===== src/rtl/fcf_pkg.sv =====
package fcf_pkg;

    localparam int OP_W = 8;

    typedef enum logic [3:0] {
        CMD_NONE      = 4'd0,
        CMD_READ      = 4'd1,
        CMD_FAST_READ = 4'd2,
        CMD_WREN      = 4'd3,
        CMD_WRDI      = 4'd4,
        CMD_PP        = 4'd5,
        CMD_SE        = 4'd6,
        CMD_BE        = 4'd7,
        CMD_WRSR      = 4'd8,
        CMD_RDSR      = 4'd9,
        CMD_RES       = 4'd10,
        CMD_DP        = 4'd11,
        CMD_RDID      = 4'd12,
        CMD_READ_ID   = 4'd13,
        CMD_PAR_ENTER = 4'd14,
        CMD_PAR_EXIT  = 4'd15
    } cmd_e;

    typedef struct packed {
        logic sck_rise;
        logic cs_fall;
        logic cs_rise;
    } bus_ev_t;

    typedef struct packed {
        logic            done;
        logic [OP_W-1:0] op;
    } op_cap_t;

    function automatic cmd_e op_decode(input logic [OP_W-1:0] op);
        case (op)
            8'h03:   return CMD_READ;
            8'h0B:   return CMD_FAST_READ;
            8'h06:   return CMD_WREN;
            8'h04:   return CMD_WRDI;
            8'h02:   return CMD_PP;
            8'hD8:   return CMD_SE;
            8'hC7:   return CMD_BE;
            8'h01:   return CMD_WRSR;
            8'h05:   return CMD_RDSR;
            8'hAB:   return CMD_RES;
            8'hB9:   return CMD_DP;
            8'h9F:   return CMD_RDID;
            8'h90:   return CMD_READ_ID;
            8'h55:   return CMD_PAR_ENTER;
            8'h45:   return CMD_PAR_EXIT;
            default: return CMD_NONE;
        endcase
    endfunction

    function automatic logic cmd_rejected(input cmd_e c, input logic par);
        return (c == CMD_NONE) || (par && (c == CMD_FAST_READ));
    endfunction

endpackage


===== src/rtl/fcf_edges.sv =====
module fcf_edges
    import fcf_pkg::*;
(
    input  logic    clk,
    input  logic    rst,
    input  logic    sck,
    input  logic    cs_n,
    output bus_ev_t ev
);
    logic sck_q;
    logic cs_q;

    always_ff @(posedge clk) begin
        if (rst) begin
            sck_q <= 1'b0;
            cs_q  <= 1'b1;
        end else begin
            sck_q <= sck;
            cs_q  <= cs_n;
        end
    end

    always_comb begin
        ev.sck_rise = sck && !sck_q && !cs_n;
        ev.cs_fall  = !cs_n && cs_q;
        ev.cs_rise  = cs_n && !cs_q;
    end
endmodule


===== src/rtl/fcf_capture.sv =====
module fcf_capture
    import fcf_pkg::*;
#(
    parameter int W         = OP_W,
    parameter bit MSB_FIRST = 1'b1
) (
    input  logic         clk,
    input  logic         rst,
    input  bus_ev_t      ev,
    input  logic         par_mode,
    input  logic         sdi,
    input  logic [W-1:0] pdata,
    output logic         done,
    output logic [W-1:0] op
);
    localparam int CW = $clog2(W + 1);
    localparam logic [CW-1:0] LAST = CW'(W - 1);

    logic [W-1:0]  sreg;
    logic [W-1:0]  shifted;
    logic [CW-1:0] cnt;

    generate
        if (MSB_FIRST) begin : g_msb
            assign shifted = {sreg[W-2:0], sdi};
        end else begin : g_lsb
            assign shifted = {sdi, sreg[W-1:1]};
        end
    endgenerate

    always_ff @(posedge clk) begin
        if (rst || ev.cs_rise) begin
            sreg <= '0;
            cnt  <= '0;
            done <= 1'b0;
        end else if (ev.sck_rise && !done) begin
            if (par_mode) begin
                sreg <= pdata;
                done <= 1'b1;
            end else begin
                sreg <= shifted;
                cnt  <= cnt + 1'b1;
                done <= (cnt == LAST);
            end
        end
    end

    assign op = sreg;
endmodule


===== src/rtl/fcf_mode_ctl.sv =====
module fcf_mode_ctl
    import fcf_pkg::*;
#(
    parameter int W = OP_W
) (
    input  logic         clk,
    input  logic         rst,
    input  bus_ev_t      ev,
    input  logic         done,
    input  logic [W-1:0] op,
    output cmd_e         code,
    output logic         valid,
    output logic         illegal,
    output logic         par_mode
);
    cmd_e dec;
    logic bad;

    always_comb begin
        dec = op_decode(op);
        bad = cmd_rejected(dec, par_mode);
    end

    always_ff @(posedge clk) begin
        if (rst) begin
            code     <= CMD_NONE;
            valid    <= 1'b0;
            illegal  <= 1'b0;
            par_mode <= 1'b0;
        end else begin
            valid   <= 1'b0;
            illegal <= 1'b0;
            if (ev.cs_rise && done) begin
                valid   <= !bad;
                illegal <= bad;
                code    <= bad ? CMD_NONE : dec;
                if (!bad && dec == CMD_PAR_ENTER) par_mode <= 1'b1;
                if (!bad && dec == CMD_PAR_EXIT)  par_mode <= 1'b0;
            end
        end
    end
endmodule


===== src/rtl/fcf_cmd_frontend.sv =====
module fcf_cmd_frontend
    import fcf_pkg::*;
(
    input  logic            clk,
    input  logic            rst,
    input  logic            cs_n,
    input  logic            sck,
    input  logic            sdi,
    input  logic [OP_W-1:0] pdata,
    output logic [3:0]      cmd_code,
    output logic            cmd_valid,
    output logic            cmd_illegal,
    output logic            par_mode
);
    bus_ev_t ev;
    op_cap_t cap;
    cmd_e    code;

    fcf_edges u_edges (
        .clk  (clk),
        .rst  (rst),
        .sck  (sck),
        .cs_n (cs_n),
        .ev   (ev)
    );

    fcf_capture #(.W(OP_W), .MSB_FIRST(1'b1)) u_cap (
        .clk      (clk),
        .rst      (rst),
        .ev       (ev),
        .par_mode (par_mode),
        .sdi      (sdi),
        .pdata    (pdata),
        .done     (cap.done),
        .op       (cap.op)
    );

    fcf_mode_ctl #(.W(OP_W)) u_ctl (
        .clk      (clk),
        .rst      (rst),
        .ev       (ev),
        .done     (cap.done),
        .op       (cap.op),
        .code     (code),
        .valid    (cmd_valid),
        .illegal  (cmd_illegal),
        .par_mode (par_mode)
    );

    assign cmd_code = code;
endmodule


===== config.mk =====
export PLATFORM = sky130hd
export DESIGN_NAME = fcf_cmd_frontend
export DESIGN_NICKNAME = d
export VERILOG_FILES = /design/src/rtl/fcf_pkg.sv /design/src/rtl/fcf_edges.sv /design/src/rtl/fcf_capture.sv /design/src/rtl/fcf_mode_ctl.sv /design/src/rtl/fcf_cmd_frontend.sv
export SDC_FILE = /design/constraint.sdc
export NUM_CORES = 1
export LEC_CHECK = 0
export BUFFER_PORTS_ARGS = -buffer_cell sky130_fd_sc_hd__buf_2
export CAP_MARGIN = 0
export CELL_PAD_IN_SITES_DETAIL_PLACEMENT = 1
export CELL_PAD_IN_SITES_GLOBAL_PLACEMENT = 2
export CORE_MARGIN = 2
export CORE_UTILIZATION = 36
export DETAILED_ROUTE_END_ITERATION = 16
export PLACE_DENSITY_LB_ADDON = 0.1
export SLEW_MARGIN = 20
export SYNTH_ARGS = -nofsm -noshare
export SYNTH_HDL_FRONTEND = slang
export SYNTH_SLANG_ARGS = --single-unit

===== constraint.sdc =====
create_clock -name clk -period 4.84 [get_ports clk]
set_clock_uncertainty 0.05 [all_clocks]
set_input_delay 0.242 -clock clk [delete_from_list [all_inputs] [get_ports clk]]
set_output_delay 0.242 -clock clk [all_outputs]
set_load 0.01 [all_outputs]

* Yosys cells after proc, flatten, opt, wreduce, memory -nomap -nowiden
Index checks and enable logic that the tools add are counted.
** Word-level totals
- Flip-flop bits (word level) :: 22
- Input port bits :: 13
- Output and inout bits :: 7
- Word-level logic and storage cells :: 57
** Operators by class
- Reductions and logical operators :: 20
- $add $sub $neg :: 1
- Bitwise gates (word level) :: 2
- Equal/unequal tests :: 19
- Muxes and demuxes :: 6
** Operator list (count)
- $pmux W4 S15 :: 1
- $eq A8 B8 Y1 const B :: 6
- $eq A8 B3 Y1 const B :: 3
- $eq A8 B2 Y1 const B :: 2
- $eq A8 B7 Y1 const B :: 2
- $eq A4 B4 Y1 const B :: 2
- $eq A8 B1 Y1 const B :: 1
- $eq A8 B4 Y1 const B :: 1
- $logic_and A1 B1 Y1 :: 8
- $mux W8 :: 1
- $logic_not A1 Y1 :: 5
- $add A4 B1 Y4 const B :: 1
- $eq A4 B2 Y1 const B :: 1
- $eq A4 B3 Y1 const B :: 1
- $logic_not A4 Y1 :: 1
- $mux W4 :: 1
- $reduce_and A2 Y1 :: 2
- $mux W1 :: 3
- $logic_or A1 B1 Y1 :: 2
- $not A1 Y1 :: 2
- $reduce_bool A2 Y1 :: 1
- $reduce_or A2 Y1 :: 1

* Depth between registers and ports, before layout
- Depth after elaboration :: 9
- Mapped depth :: 6
- Gate-level depth less buffers :: 5

* By module
A second synthesis with hierarchy kept.
** Second synthesis, totals
- Cell total of the unflattened synthesis :: 150
- Area, all modules :: 1426.4 µm²
** By module, submodules not included
- fcf_mode_ctl :: instances 1, sequential area each 140.1 µm², area each 705.7 µm², cells an instance 82
- fcf_capture :: instances 1, sequential area each 260.2 µm², area each 648.1 µm², cells an instance 61
- fcf_edges :: instances 1, sequential area each 40.0 µm², area each 72.6 µm², cells an instance 7

* Worst setup path after synthesis
Ideal clock, no wire load.
- Path type :: register -> register
- From :: register u_cap.sreg[0] (netlist: u_cap.op[0])
- To :: register u_ctl.par_mode
- Cell stages (with the launch flop) :: 6
- Library setup time :: 121 ps
- Setup slack :: 3047 ps
- Arrival :: 1622 ps
- Buffers on the path :: 0
- Period minus slack after synthesis :: 1793 ps
- Data required time :: 4669 ps
- Cell sequence :: dfxtp_1 > or4_1 > a211oi_2 > nor2_1 > a211oi_2 > mux2_2
** Between the ends
- Longest elaborated chain between the ends :: 9
- Elaborated cells between the ends (all ways) :: 28
- Those cells by class :: eq/ne (18); mux (2); reduce/logical (8)
** RTL lines
- from (decl) :: line fcf_capture.sv:19 : logic [W-1:0] sreg;
- from (signal assigned) :: line fcf_capture.sv:38 : sreg <= pdata;
- from (signal assigned) :: line fcf_capture.sv:41 : sreg <= shifted;
- $eq A8 B7 Y1 (tied with other cells) :: line fcf_pkg.sv:36 : case (op)
- $pmux W4 S15 * :: line fcf_pkg.sv:36
- $eq A4 B2 Y1 :: line fcf_pkg.sv:57 : return (c == CMD_NONE) || (par && (c == CMD_FAST_READ));
- $logic_and A1 B1 Y1 :: line fcf_pkg.sv:57
- $logic_or A1 B1 Y1 :: line fcf_pkg.sv:57
- $logic_not A1 Y1 :: line fcf_mode_ctl.sv:37, fcf_mode_ctl.sv:38
- $logic_and A1 B1 Y1 (on tied branches) :: line fcf_mode_ctl.sv:38, fcf_mode_ctl.sv:37
- $reduce_bool A2 Y1 (no line)
- $reduce_and A2 Y1 (no line)
- to (signal assigned) :: line fcf_mode_ctl.sv:29 : par_mode <= 1'b0;
- to (signal assigned) :: line fcf_mode_ctl.sv:37 : if (!bad && dec == CMD_PAR_ENTER) par_mode <= 1'b1;
- to (signal assigned) :: line fcf_mode_ctl.sv:38 : if (!bad && dec == CMD_PAR_EXIT) par_mode <= 1'b0;
- to (decl) :: line fcf_mode_ctl.sv:14 : output logic par_mode
Every way passes the cells marked *; elsewhere a longest branch is shown, timed or not.
A chain may end at the register's enable or synchronous reset.

* Worst setup path in the final report
Ends and elaborated chain as after synthesis.

==> flow_summary.yaml <==
cts:
  cts_hold_buf: 0
  cts_buffers: 3
  clock-sinks: 22
  cts_root_buf: "clkbuf_4"
  cts_resized: 0
  h-tree-depth: 1
  path_clk_slew_ns: 0.13
  insertion_delay_ns: 0.31
  cts_setup_buffers: 0
  cts_tree: "yes"
  cts_buffer_depth: 2
setup_path:
  cp_cell_sequence: "nand3b_1, nor4_2, a31oi_1, a211oi_2, mux2_2"
  startpoint: "u_cap.op[0]"
  cp_data_required_time_ns: 5.01
  cpPeakStageDelay_ns: 0.62
  rr_startpoint: "u_cap.op[0]"
  cp_top_family: "flip-flops"
  reg2reg_to: "u_ctl.par_mode"
  r2r_slack_ns: 2.77
  critPathMaxFanout: 14
  cp_slowest_cell: "dfxtp_1"
  critPathKind: "flop to flop"
  crit_arrival_ns: 2.24
  crit_path_start_kind: "flop"
  crit_path_end: "u_ctl.par_mode"
  worst_setup_path_end_kind: "flop"
  path_buf_inv: 0
  ff2ff_path_depth: 5
  crit_cells: 5
detailed_routing:
  wl_mm: 2.79
  dr.pass1.iters: 3
  drcViolationCount: 0
  drtAntennaViolNets: 0
  drt_iter0_markers: 11
  viasPerCell: 5.26
  post_drt_wl_per_cell_um: 14.1
  num_vias: 1041
timing:
  finalCritPeriodShare_pct: 42.9
  fin_crit_ns: 2.07
  timing.final.hold_violations: 0
  worst_slew_pin_slew_ns: 0.870
  fin_ws_ns: 2.77
  setup_viol: 0
  timing.fmax_mhz: 482
  finalSetupTns_ns: 0
  maxSlewViolCount: 0
  slew_headroom_pct: 41.8
  grt_setup_unrepaired: "no"
outcome:
  status: "finished, final reports clean"
logic_synthesis:
  syn_nets: 155
  synth_edf_count: 0
  avgSynthCellArea_um2: 9.00
  syn_area_mm2: 0.00127
  yosys_warnings: 0
  synth.cells.most_frequent: "22 x dfxtp_1, 18 x nor2_1, 11 x a211oi_1, 11 x mux2i_1"
  synth_seq_cells: 22
  seq_area_frac_synth_pct: 34.7
  synthArstFlopShare_pct: 0
  ys_top_cells_by_area: "dfxtp_1 35%, mux2i_1 8.7%, a211oi_1 6.5%"
  syn_inst: 141
  yosysUniqueCellTypes: 44
  synth_ff_type: "dfxtp_1"
  yosysTopAreaCell: "dfxtp_1"
  post-synth-top-count-cell: "dfxtp_1"
  synth_top_area_share_pct: 34.7
finish:
  utilization_pct: 41.7
  diodes: 0
  drive_gt1_share_pct: 21.7
  fillers: 430
  syn2layout_area_growth_pct: 10.6
  nNetsFinal: 167
  final_cells: 198
  largest_reg_flops: 8
die:
  start_util_pct: 37.7
  rows: 21
  ios: 20
  core_mm2: 0.00336
  die_area_mm2: 0.00402
  dieHeight_um: 63.4
  die_width_um: 63.4
global_route:
  grt_start_max_net_pins: 19
  grt-ovfl-total: 0
  grt_use_total_pct: 15.2
  grt_pass1_vias: 1068
  antenna_found_initial: 0
  grt_pass1_wl_mm: 4.86
pwr:
  leakage_nw: 0.486
  peakVddDrop_v: 0.000102
  switching_share_pct: 24.1
  internal_power_mw: 0.291
  seqPwrFrac_pct: 51.8
  p_switching_mw: 0.0925
  power.density_mw_per_mm2: 273
  pwr-share-clk_pct: 36.9
  pwr-share-comb_pct: 11.2
  power.total_mw: 0.384
hold_path:
  hold_class: "input pin to flop"
placement:
  pre_cts_slack_ns: 2.78
  io_buffer_count: 19
  dp_hpwl_mm: 2.12
  gp_congestion: 0.766
  placedCellCount: 194
flow_run:
  maxCapViolations: 0
-- stage by stage --
stage / instance area, um^2 / hold slack, ns
finish: 1400 / 0.121
global route: 1400 / 0.118
CTS: 1400 / 0.113
detailed placement: 1350 / 0.397
global placement: 1350 / 0.396
floorplan: 1270 / 0.299
-- layer usage --
metal  up-vias  GRT usage, %  wire length (um)
met5         -             0                 0
met4         0          5.71                44
met3         4          2.14                66
met2        14          26.3              1320
met1       490          19.1              1360
li1        533             -                 -
-- power groups by stage --
| stage | combinational (mW) | sequential, mW | clock [mW] |
|---|---|---|---|
| 2_1_floorplan | 0.0421 | 0.194 | 0 |
| 3_3_place_gp | 0.0423 | 0.202 | 0 |
| 3_5_place_dp | 0.0436 | 0.203 | 0 |
| 4_1_cts | 0.0438 | 0.199 | 0.147 |
| 5_1_grt | 0.0488 | 0.201 | 0.154 |
| 6_report | 0.0430 | 0.199 | 0.142 |
-- cells in the final DEF, fill, tap and decap left out, types with 3 or more instances in the layout --
master / n
a211oi_1: 11
a21oi_1: 3
a31oi_1: 3
buf_2: 19
clkbuf_4: 3
dfxtp_1: 22
inv_1: 3
mux2i_1: 11
nand2_1: 6
nand2b_1: 5
nor2_1: 18
nor2b_1: 3
nor4_1: 6
nor4_2: 3
xnor2_1: 3
-- kinds of logic (layout without fill, tap and decap cells) --
group,after synthesis,in the layout,synth area share [%]
muxes,12,12,9.57
adders and majority gates,1,1,0.986
and+or+nand+nor,59,59,28.7
DFF,22,22,34.7
xor gates and xnor gates,5,5,3.45
buffers and inverters,15,26,6.51
AOI/OAI and AO/OA,27,27,16.1
-- worst min-delay path by stage --
| stage | slack, ns | startpoint | end | depth (start not counted) |
|---|---|---|---|---|
| 5_1_grt | 0.12 | sck | u_edges.sck_q | 2 |
| 3_5_place_dp | 0.40 | u_ctl.code[1] | u_ctl.code[1] | 2 |
| 6_report | 0.12 | sck | u_edges.sck_q | 2 |
| 3_3_place_gp | 0.40 | u_ctl.code[1] | u_ctl.code[1] | 2 |
| 2_1_floorplan | 0.30 | cs_n | u_edges.cs_q | 1 |
| 4_1_cts | 0.11 | sck | u_edges.sck_q | 2 |
-- final cells by class --
type / instances / area, um^2 / area share (%)
clock buffer: 3 / 22.5 / 1.61
sequential: 22 / 440 / 31.4
inverter: 3 / 11.3 / 0.803
tap: 46 / 57.6 / 4.10
clock inverter: 1 / 30.0 / 2.14
timing repair buffer: 19 / 95.1 / 6.78
multi-input combinational: 104 / 746 / 53.2
No activity file was read; power rests on OpenSTA's default activity.
